[config.mk]
export PLATFORM = sky130hd
export DESIGN_NAME = eth_payload_fanout
export DESIGN_NICKNAME = d
export VERILOG_FILES = /design/src/rtl/eth_pcx_pkg.sv /design/src/rtl/pcx_frame_tracker.sv /design/src/rtl/pcx_byte_capture.sv /design/src/rtl/pcx_out_stage.sv /design/src/rtl/eth_payload_fanout.sv
export SDC_FILE = /design/constraint.sdc
export NUM_CORES = 2
export LEC_CHECK = 0
export BUFFER_PORTS_ARGS = -buffer_cell sky130_fd_sc_hd__buf_2
export CORE_MARGIN = 1
export CORE_UTILIZATION = 55
export DETAILED_ROUTE_END_ITERATION = 6
export PLACE_DENSITY = 0.75
export SLEW_MARGIN = 10
export SYNTH_ARGS = -nofsm -noshare
export SYNTH_HDL_FRONTEND = slang
export SYNTH_HIERARCHICAL = 1
export SYNTH_SLANG_ARGS = --single-unit
[constraint.sdc]
create_clock -name clk_i -period 3.1 [get_ports clk_i]
set_input_delay 0.155 -clock clk_i [delete_from_list [all_inputs] [get_ports clk_i]]
set_output_delay 0.155 -clock clk_i [all_outputs]
set_load 0.005 [all_outputs]
[src/rtl/eth_pcx_pkg.sv]
package eth_pcx_pkg;
  localparam int HDR_BYTES = 14;
  localparam int TYPE_OFS  = 12;

  typedef enum logic {
    ST_PARSE = 1'b0,
    ST_SKIP  = 1'b1
  } trk_state_e;
endpackage

[src/rtl/pcx_frame_tracker.sv]
module pcx_frame_tracker
  import eth_pcx_pkg::*;
#(
  parameter int LAST_BEAT = 12,
  parameter int TYPE_BEAT = 1,
  parameter int CNT_W     = 4
) (
  input  logic             clk_i,
  input  logic             rst_ni,
  input  logic             fire_i,
  input  logic             last_i,
  input  logic             keep_type_i,  // second type byte present
  input  logic             keep_end_i,   // final payload byte present
  input  logic [15:0]      type_val_i,
  input  logic [15:0]      cfg_type_i,
  output logic [CNT_W-1:0] beat_o,
  output logic             cap_en_o,
  output logic             done_o,
  output logic             err_o
);
  localparam logic [CNT_W-1:0] BEAT_MAX = CNT_W'(LAST_BEAT + 1);

  trk_state_e       state_q;
  logic [CNT_W-1:0] beat_q;
  logic             parse;
  logic             hdr_bad;
  logic             complete;

  assign parse    = (state_q == ST_PARSE);
  assign hdr_bad  = fire_i && parse && (beat_q == CNT_W'(TYPE_BEAT)) && keep_type_i
                    && (type_val_i != cfg_type_i);
  assign complete = fire_i && parse && (beat_q == CNT_W'(LAST_BEAT)) && keep_end_i;

  assign done_o   = complete;
  assign err_o    = fire_i && parse && last_i && !complete && !hdr_bad;
  assign beat_o   = beat_q;
  assign cap_en_o = parse;

  always_ff @(posedge clk_i or negedge rst_ni) begin
    if (!rst_ni) begin
      state_q <= ST_PARSE;
      beat_q  <= '0;
    end else if (fire_i) begin
      if (last_i) begin
        state_q <= ST_PARSE;
        beat_q  <= '0;
      end else begin
        if (complete || hdr_bad) state_q <= ST_SKIP;
        if (beat_q != BEAT_MAX) beat_q <= beat_q + 1'b1;
      end
    end
  end

  assert_gap_hold_R10: assert property (@(posedge clk_i) disable iff (!rst_ni)
    !fire_i |=> $stable(beat_o));
endmodule

[src/rtl/pcx_byte_capture.sv]
module pcx_byte_capture #(
  parameter int DATA_W      = 64,
  parameter int FRAME_BYTES = 98,
  parameter int RSV_LO      = 74,
  parameter int RSV_BYTES   = 4,
  parameter int CNT_W       = 4
) (
  input  logic                      clk_i,
  input  logic                      rst_ni,
  input  logic                      fire_i,
  input  logic                      cap_en_i,
  input  logic [CNT_W-1:0]          beat_i,
  input  logic [DATA_W-1:0]         data_i,
  input  logic [DATA_W/8-1:0]       keep_i,
  output logic [(FRAME_BYTES-RSV_BYTES)*8-1:0] kept_o
);
  localparam int KEEP_W = DATA_W / 8;
  localparam int RSV_HI = RSV_LO + RSV_BYTES;

  for (genvar b = 0; b < FRAME_BYTES; b++) begin : g_byte
    if (b < RSV_LO || b >= RSV_HI) begin : g_store
      localparam int KI   = (b < RSV_LO) ? b : b - RSV_BYTES;
      localparam int BEAT = b / KEEP_W;
      localparam int LANE = b % KEEP_W;
      logic [7:0] byte_q;
      always_ff @(posedge clk_i or negedge rst_ni) begin
        if (!rst_ni) byte_q <= '0;
        else if (fire_i && cap_en_i && beat_i == CNT_W'(BEAT) && keep_i[LANE])
          byte_q <= data_i[8*LANE +: 8];
      end
      assign kept_o[8*KI +: 8] = byte_q;
    end
  end
endmodule

[src/rtl/pcx_out_stage.sv]
module pcx_out_stage
  import eth_pcx_pkg::*;
#(
  parameter int N_CH      = 12,
  parameter int CH_BYTES  = 5,
  parameter int SIG_BYTES = 20,
  parameter int KEPT      = 94
) (
  input  logic                         clk_i,
  input  logic                         rst_ni,
  input  logic                         done_i,
  input  logic [KEPT*8-1:0]            kept_i,
  output logic                         valid_o,
  output logic [N_CH*CH_BYTES*8-1:0]   ch_o,
  output logic [SIG_BYTES*8-1:0]       sig_o,
  output logic [47:0]                  dst_o,
  output logic [47:0]                  src_o,
  output logic [15:0]                  type_o
);
  localparam int CH_W    = N_CH * CH_BYTES * 8;
  localparam int SIG_OFS = HDR_BYTES + N_CH * CH_BYTES;

  logic [47:0] dst_n, src_n;
  logic        done_q;

  for (genvar i = 0; i < 6; i++) begin : g_mac
    assign dst_n[8*(5-i) +: 8] = kept_i[8*i +: 8];
    assign src_n[8*(5-i) +: 8] = kept_i[8*(6+i) +: 8];
  end

  // one extra edge so the final beat's bytes are in the buffer before copy
  always_ff @(posedge clk_i or negedge rst_ni) begin
    if (!rst_ni) begin
      done_q  <= 1'b0;
      valid_o <= 1'b0;
      ch_o    <= '0;
      sig_o   <= '0;
      dst_o   <= '0;
      src_o   <= '0;
      type_o  <= '0;
    end else begin
      done_q  <= done_i;
      valid_o <= done_q;
      if (done_q) begin
        ch_o   <= kept_i[8*HDR_BYTES +: CH_W];
        sig_o  <= kept_i[8*SIG_OFS +: SIG_BYTES*8];
        dst_o  <= dst_n;
        src_o  <= src_n;
        type_o <= {kept_i[8*TYPE_OFS +: 8], kept_i[8*(TYPE_OFS+1) +: 8]};
      end
    end
  end
endmodule

[src/rtl/eth_payload_fanout.sv]
module eth_payload_fanout
  import eth_pcx_pkg::*;
#(
  parameter int DATA_W    = 64,
  parameter int N_CH      = 12,
  parameter int CH_BYTES  = 5,
  parameter int RSV_BYTES = 4,
  parameter int SIG_BYTES = 20
) (
  input  logic                        clk_i,
  input  logic                        rst_ni,
  input  logic [15:0]                 cfg_type_i,
  input  logic                        s_tvalid_i,
  output logic                        s_tready_o,
  input  logic [DATA_W-1:0]           s_tdata_i,
  input  logic [DATA_W/8-1:0]         s_tkeep_i,
  input  logic                        s_tlast_i,
  output logic                        ch_valid_o,
  output logic [N_CH*CH_BYTES*8-1:0]  ch_data_o,
  output logic [SIG_BYTES*8-1:0]      sig_o,
  output logic [47:0]                 dst_mac_o,
  output logic [47:0]                 src_mac_o,
  output logic [15:0]                 type_o,
  output logic                        err_o
);
  localparam int KEEP_W      = DATA_W / 8;
  localparam int PAY_BYTES   = N_CH * CH_BYTES + RSV_BYTES + SIG_BYTES;
  localparam int FRAME_BYTES = HDR_BYTES + PAY_BYTES;
  localparam int END_BYTE    = FRAME_BYTES - 1;
  localparam int LAST_BEAT   = END_BYTE / KEEP_W;
  localparam int LAST_LANE   = END_BYTE % KEEP_W;
  localparam int TYPE_BEAT   = TYPE_OFS / KEEP_W;
  localparam int TYPE_LANE   = TYPE_OFS % KEEP_W;
  localparam int RSV_LO      = HDR_BYTES + N_CH * CH_BYTES;
  localparam int KEPT        = FRAME_BYTES - RSV_BYTES;
  localparam int CNT_W       = $clog2(LAST_BEAT + 2);

  logic             fire;
  logic [CNT_W-1:0] beat;
  logic             cap_en, done, err_pulse, err_q;
  logic [KEPT*8-1:0] kept;

  assign s_tready_o = 1'b1;
  assign fire       = s_tvalid_i;
  assign err_o      = err_q;

  pcx_frame_tracker #(
    .LAST_BEAT (LAST_BEAT),
    .TYPE_BEAT (TYPE_BEAT),
    .CNT_W     (CNT_W)
  ) u_tracker (
    .clk_i       (clk_i),
    .rst_ni      (rst_ni),
    .fire_i      (fire),
    .last_i      (s_tlast_i),
    .keep_type_i (s_tkeep_i[TYPE_LANE+1]),
    .keep_end_i  (s_tkeep_i[LAST_LANE]),
    .type_val_i  ({s_tdata_i[8*TYPE_LANE +: 8], s_tdata_i[8*(TYPE_LANE+1) +: 8]}),
    .cfg_type_i  (cfg_type_i),
    .beat_o      (beat),
    .cap_en_o    (cap_en),
    .done_o      (done),
    .err_o       (err_pulse)
  );

  pcx_byte_capture #(
    .DATA_W      (DATA_W),
    .FRAME_BYTES (FRAME_BYTES),
    .RSV_LO      (RSV_LO),
    .RSV_BYTES   (RSV_BYTES),
    .CNT_W       (CNT_W)
  ) u_capture (
    .clk_i    (clk_i),
    .rst_ni   (rst_ni),
    .fire_i   (fire),
    .cap_en_i (cap_en),
    .beat_i   (beat),
    .data_i   (s_tdata_i),
    .keep_i   (s_tkeep_i),
    .kept_o   (kept)
  );

  pcx_out_stage #(
    .N_CH      (N_CH),
    .CH_BYTES  (CH_BYTES),
    .SIG_BYTES (SIG_BYTES),
    .KEPT      (KEPT)
  ) u_out (
    .clk_i   (clk_i),
    .rst_ni  (rst_ni),
    .done_i  (done),
    .kept_i  (kept),
    .valid_o (ch_valid_o),
    .ch_o    (ch_data_o),
    .sig_o   (sig_o),
    .dst_o   (dst_mac_o),
    .src_o   (src_mac_o),
    .type_o  (type_o)
  );

  always_ff @(posedge clk_i or negedge rst_ni) begin
    if (!rst_ni) err_q <= 1'b0;
    else         err_q <= err_pulse;
  end

  assert_strobe_single_R7: assert property (@(posedge clk_i) disable iff (!rst_ni)
    ch_valid_o |=> !ch_valid_o);
  assert_hold_between_R7: assert property (@(posedge clk_i) disable iff (!rst_ni)
    !ch_valid_o |-> $stable(ch_data_o) && $stable(sig_o));
  assert_err_on_last_R8: assert property (@(posedge clk_i) disable iff (!rst_ni)
    err_o |-> $past(s_tvalid_i && s_tlast_i));
  assert_type_match_R4: assert property (@(posedge clk_i) disable iff (!rst_ni)
    ch_valid_o |-> type_o == cfg_type_i);
  assert_end_lane_R11: assert property (@(posedge clk_i) disable iff (!rst_ni)
    ch_valid_o |-> $past(s_tvalid_i && s_tkeep_i[LAST_LANE], 2));
endmodule

==> results.cfg <==
[grt]
grt_usage_pct = 28.9
grt.overflow.total = 0
grt_max_degree = 102
antenna_found_initial = 6
grt_pass1_wl_um = 230000
grt_pass1_vias = 34300

[clock_network]
clk_latency_ns = 0.76
cts_setup_buffers = 0
htreeDepth = 4
path_clk_slew_ns = 0.07
tritoncts = built
cts-root-buf = clkbuf_16
cts_buffers = 152
cts_sinks = 1512
clock_path_buffers = 3

[outcome]
violations = design-rule violations
status = finished, violations left

[setup_path]
worstPathArrival_ns = 3.17
cp-end-kind = flop
critPathKind = reg2reg
ff2ff_setup_slack_ns = 0.57
critPathLaunchType = flop
crit_required_ns = 3.74
cp_max_fo = 14

[yosys]
synth.top_cell.area_share_pct = 64.5
syn_inst = 3374
synth_nets = 3469
synth-warning-count = 6
ys_seq_area_share_pct = 64.5
synth_area_leaders = dfrtp_1 65%, mux2_2 23%, mux2_4 7.2%
synth_edf_count = 0
synth_cell_types = 37
synth_top_area_cell = dfrtp_1
synth_flop_cell = dfrtp_1
syn_area_sq_um = 58600
postSynthAreaPerCell_sq_um = 17.4
synth_async_sr_flop_share_pct = 100
ys_ff_latch = 1512

[placement]
placed_cells = 5506
gp_congestion = 0.805
port_buffers = 845
hpwl_um = 105000
pre_cts_slack_ns = 0.524
place_area_sq_um = 64500

[finish]
final_cell_mix = 1509 x dfrtp_1, 1208 x mux2_2, 844 x buf_2, 280 x mux2_4, 159 x clkbuf_16
utilization_pct = 66.7
nNetsFinal = 4440
finish.instance_area_sq_um = 70400
drive_gt1_share_pct = 61.3
fin_cells = 5852
nFillCells = 7244
mostFrequentLayoutCell = dfrtp_1
area_delta_synth_final_pct = 20.1

[pwr]
leakage_nw = 36.8
peakVddDrop_mv = 0.515
pwr_density_cell_nw_per_um2 = 662
total_power_mw = 46.6

[sta]
fin_worst_skew_ns = 0.0303
fin_ws_ns = 0.571
holdWs_ns = 0.0509
fmax_mhz = 395
drv_slew = 0
slew_headroom_pct = 41.2
fin_crit_sh_pct = 81.6
finalHoldViolCount = 0
setup_tns_ns = 0
post-route-min-period_ns = 2.53
worst_pin_slew_ns = 0.883
setup_viol = 0
rsz0062_at_grt = no

[drt]
vias = 32500
postRouteWirelength_um = 155000
antenna_left = 0
dr.pass1.iters = 7
first_iter_violations = 1935
vias_per_cell = 5.56
wl_per_cell_um = 26.5
drc_errors = 206

[floorplanning]
ioPinCount = 847
die_y_um = 329
dieArea_sq_um = 108000
core_sq_um = 106000
start_util_pct = 55.5
row_count = 119
dieWidth_um = 329

[run]
maxCapViolations = 0

[worst_hold_path]
hold_path.class = in2async
cells by family (layout without fill, tap and decap cells):
| family | count (synthesis) | after routing | share of synthesized area (%) |
|---|---|---|---|
| flops | 1512 | 1512 | 64.5 |
| simple gates | 142 | 142 | 2.34 |
| fa+ha+maj | 3 | 3 | 0.0640 |
| mux | 1505 | 1505 | 30.7 |
| compound gates | 4 | 4 | 0.0405 |
| xor+xnor | 18 | 18 | 0.269 |
| buf+inv | 189 | 1273 | 2.06 |
| other cells | 1 | 4 | 0.00640 |
routing by layer:
metal  track usage [%]  share of wire (%)  vias up
met5                 0              0.020        -
met2              45.3                 47      920
li1                  -                  -    13900
met4              13.7                4.9        4
met3              6.83                6.0      305
met1              38.1                 42    17400
final cells by class:
| cell class | instances | area, sq um | share of cell area, % |
|---|---|---|---|
| antenna | 3 | 7.51 | 0.0107 |
| clock buffer | 230 | 4590 | 6.51 |
| clock inverter | 37 | 523 | 0.743 |
| inverter | 3 | 11.3 | 0.0160 |
| multi-input combinational | 1673 | 19600 | 27.9 |
| sequential | 1512 | 37800 | 53.7 |
| tap | 1391 | 1740 | 2.47 |
| timing repair buffer | 1003 | 6100 | 8.66 |
cell usage after synthesis (3+ instances only):
cell type  count
nor2_4        61
buf_4         55
ha_1           3
nand3_2        4
mux2_2      1208
nand3_1       10
inv_1          3
nand3_4       10
buf_6         33
dfrtp_1     1512
clkbuf_1      45
xnor2_1       16
nand4_1        6
mux2_1        17
mux2_4       280
nand4b_1       3
nand3b_1      13
and3_1        16
nor2b_1        3
buf_1         25
buf_2         27
what timing repair did:
| action | CTS | global route |
|---|---|---|
| gates resized for setup | 0 | 0 |
| hold buffers | 76 | 0 |
| endpoints found under the hold margin | 1352 | 0 |
sequential cells by signal, indices dropped and copies added, names as in the netlist:
name and count:
u_out/dst_o 48, u_tracker/beat_o 4, u_out/ch_o 480, u_out/done_q 1, u_out/valid_o 1, u_out/type_o 16, u_out/sig_o 160, u_out/src_o 48
u_capture/g_byte.g_store.byte_q 752, u_tracker/state_q 1, err_o 1
critical path, cell delays in order (launching register included):
cell	delay (ns)
dfrtp_1	0.55
nor2_4	0.66
nand3_4	0.31
mux2_2	0.36
dlygate4sd3_1	0.54
path summary, 6_finish.rpt:
path / from / endpoint / cells past startpoint
setup reg to reg: u_tracker/beat_o[3]$_DFFE_PN0P_ / u_capture/g_byte[4].g_store.byte_q[6]$_DFFE_PN0P_ / 4
max in group asynchronous: rst_ni / u_capture/g_byte[4].g_store.byte_q[2]$_DFFE_PN0P_ / 3
hold / removal: rst_ni / u_capture/g_byte[70].g_store.byte_q[7]$_DFFE_PN0P_ / 2
hold reg to reg: u_capture/g_byte[53].g_store.byte_q[7]$_DFFE_PN0P_ / u_capture/g_byte[53].g_store.byte_q[7]$_DFFE_PN0P_ / 1
setup / recovery: u_tracker/beat_o[3]$_DFFE_PN0P_ / u_capture/g_byte[4].g_store.byte_q[6]$_DFFE_PN0P_ / 4
min in group clk_i: s_tdata_i[45] / u_capture/g_byte[93].g_store.byte_q[5]$_DFFE_PN0P_ / 3
power breakdown:
group          internal, mW  switching (mW)
Clock                  11.0            7.63
Combinational          2.34            1.86
Sequential             22.4            1.39
Total                  35.8            10.9
Note: power is estimated with default switching activity, not from simulation.
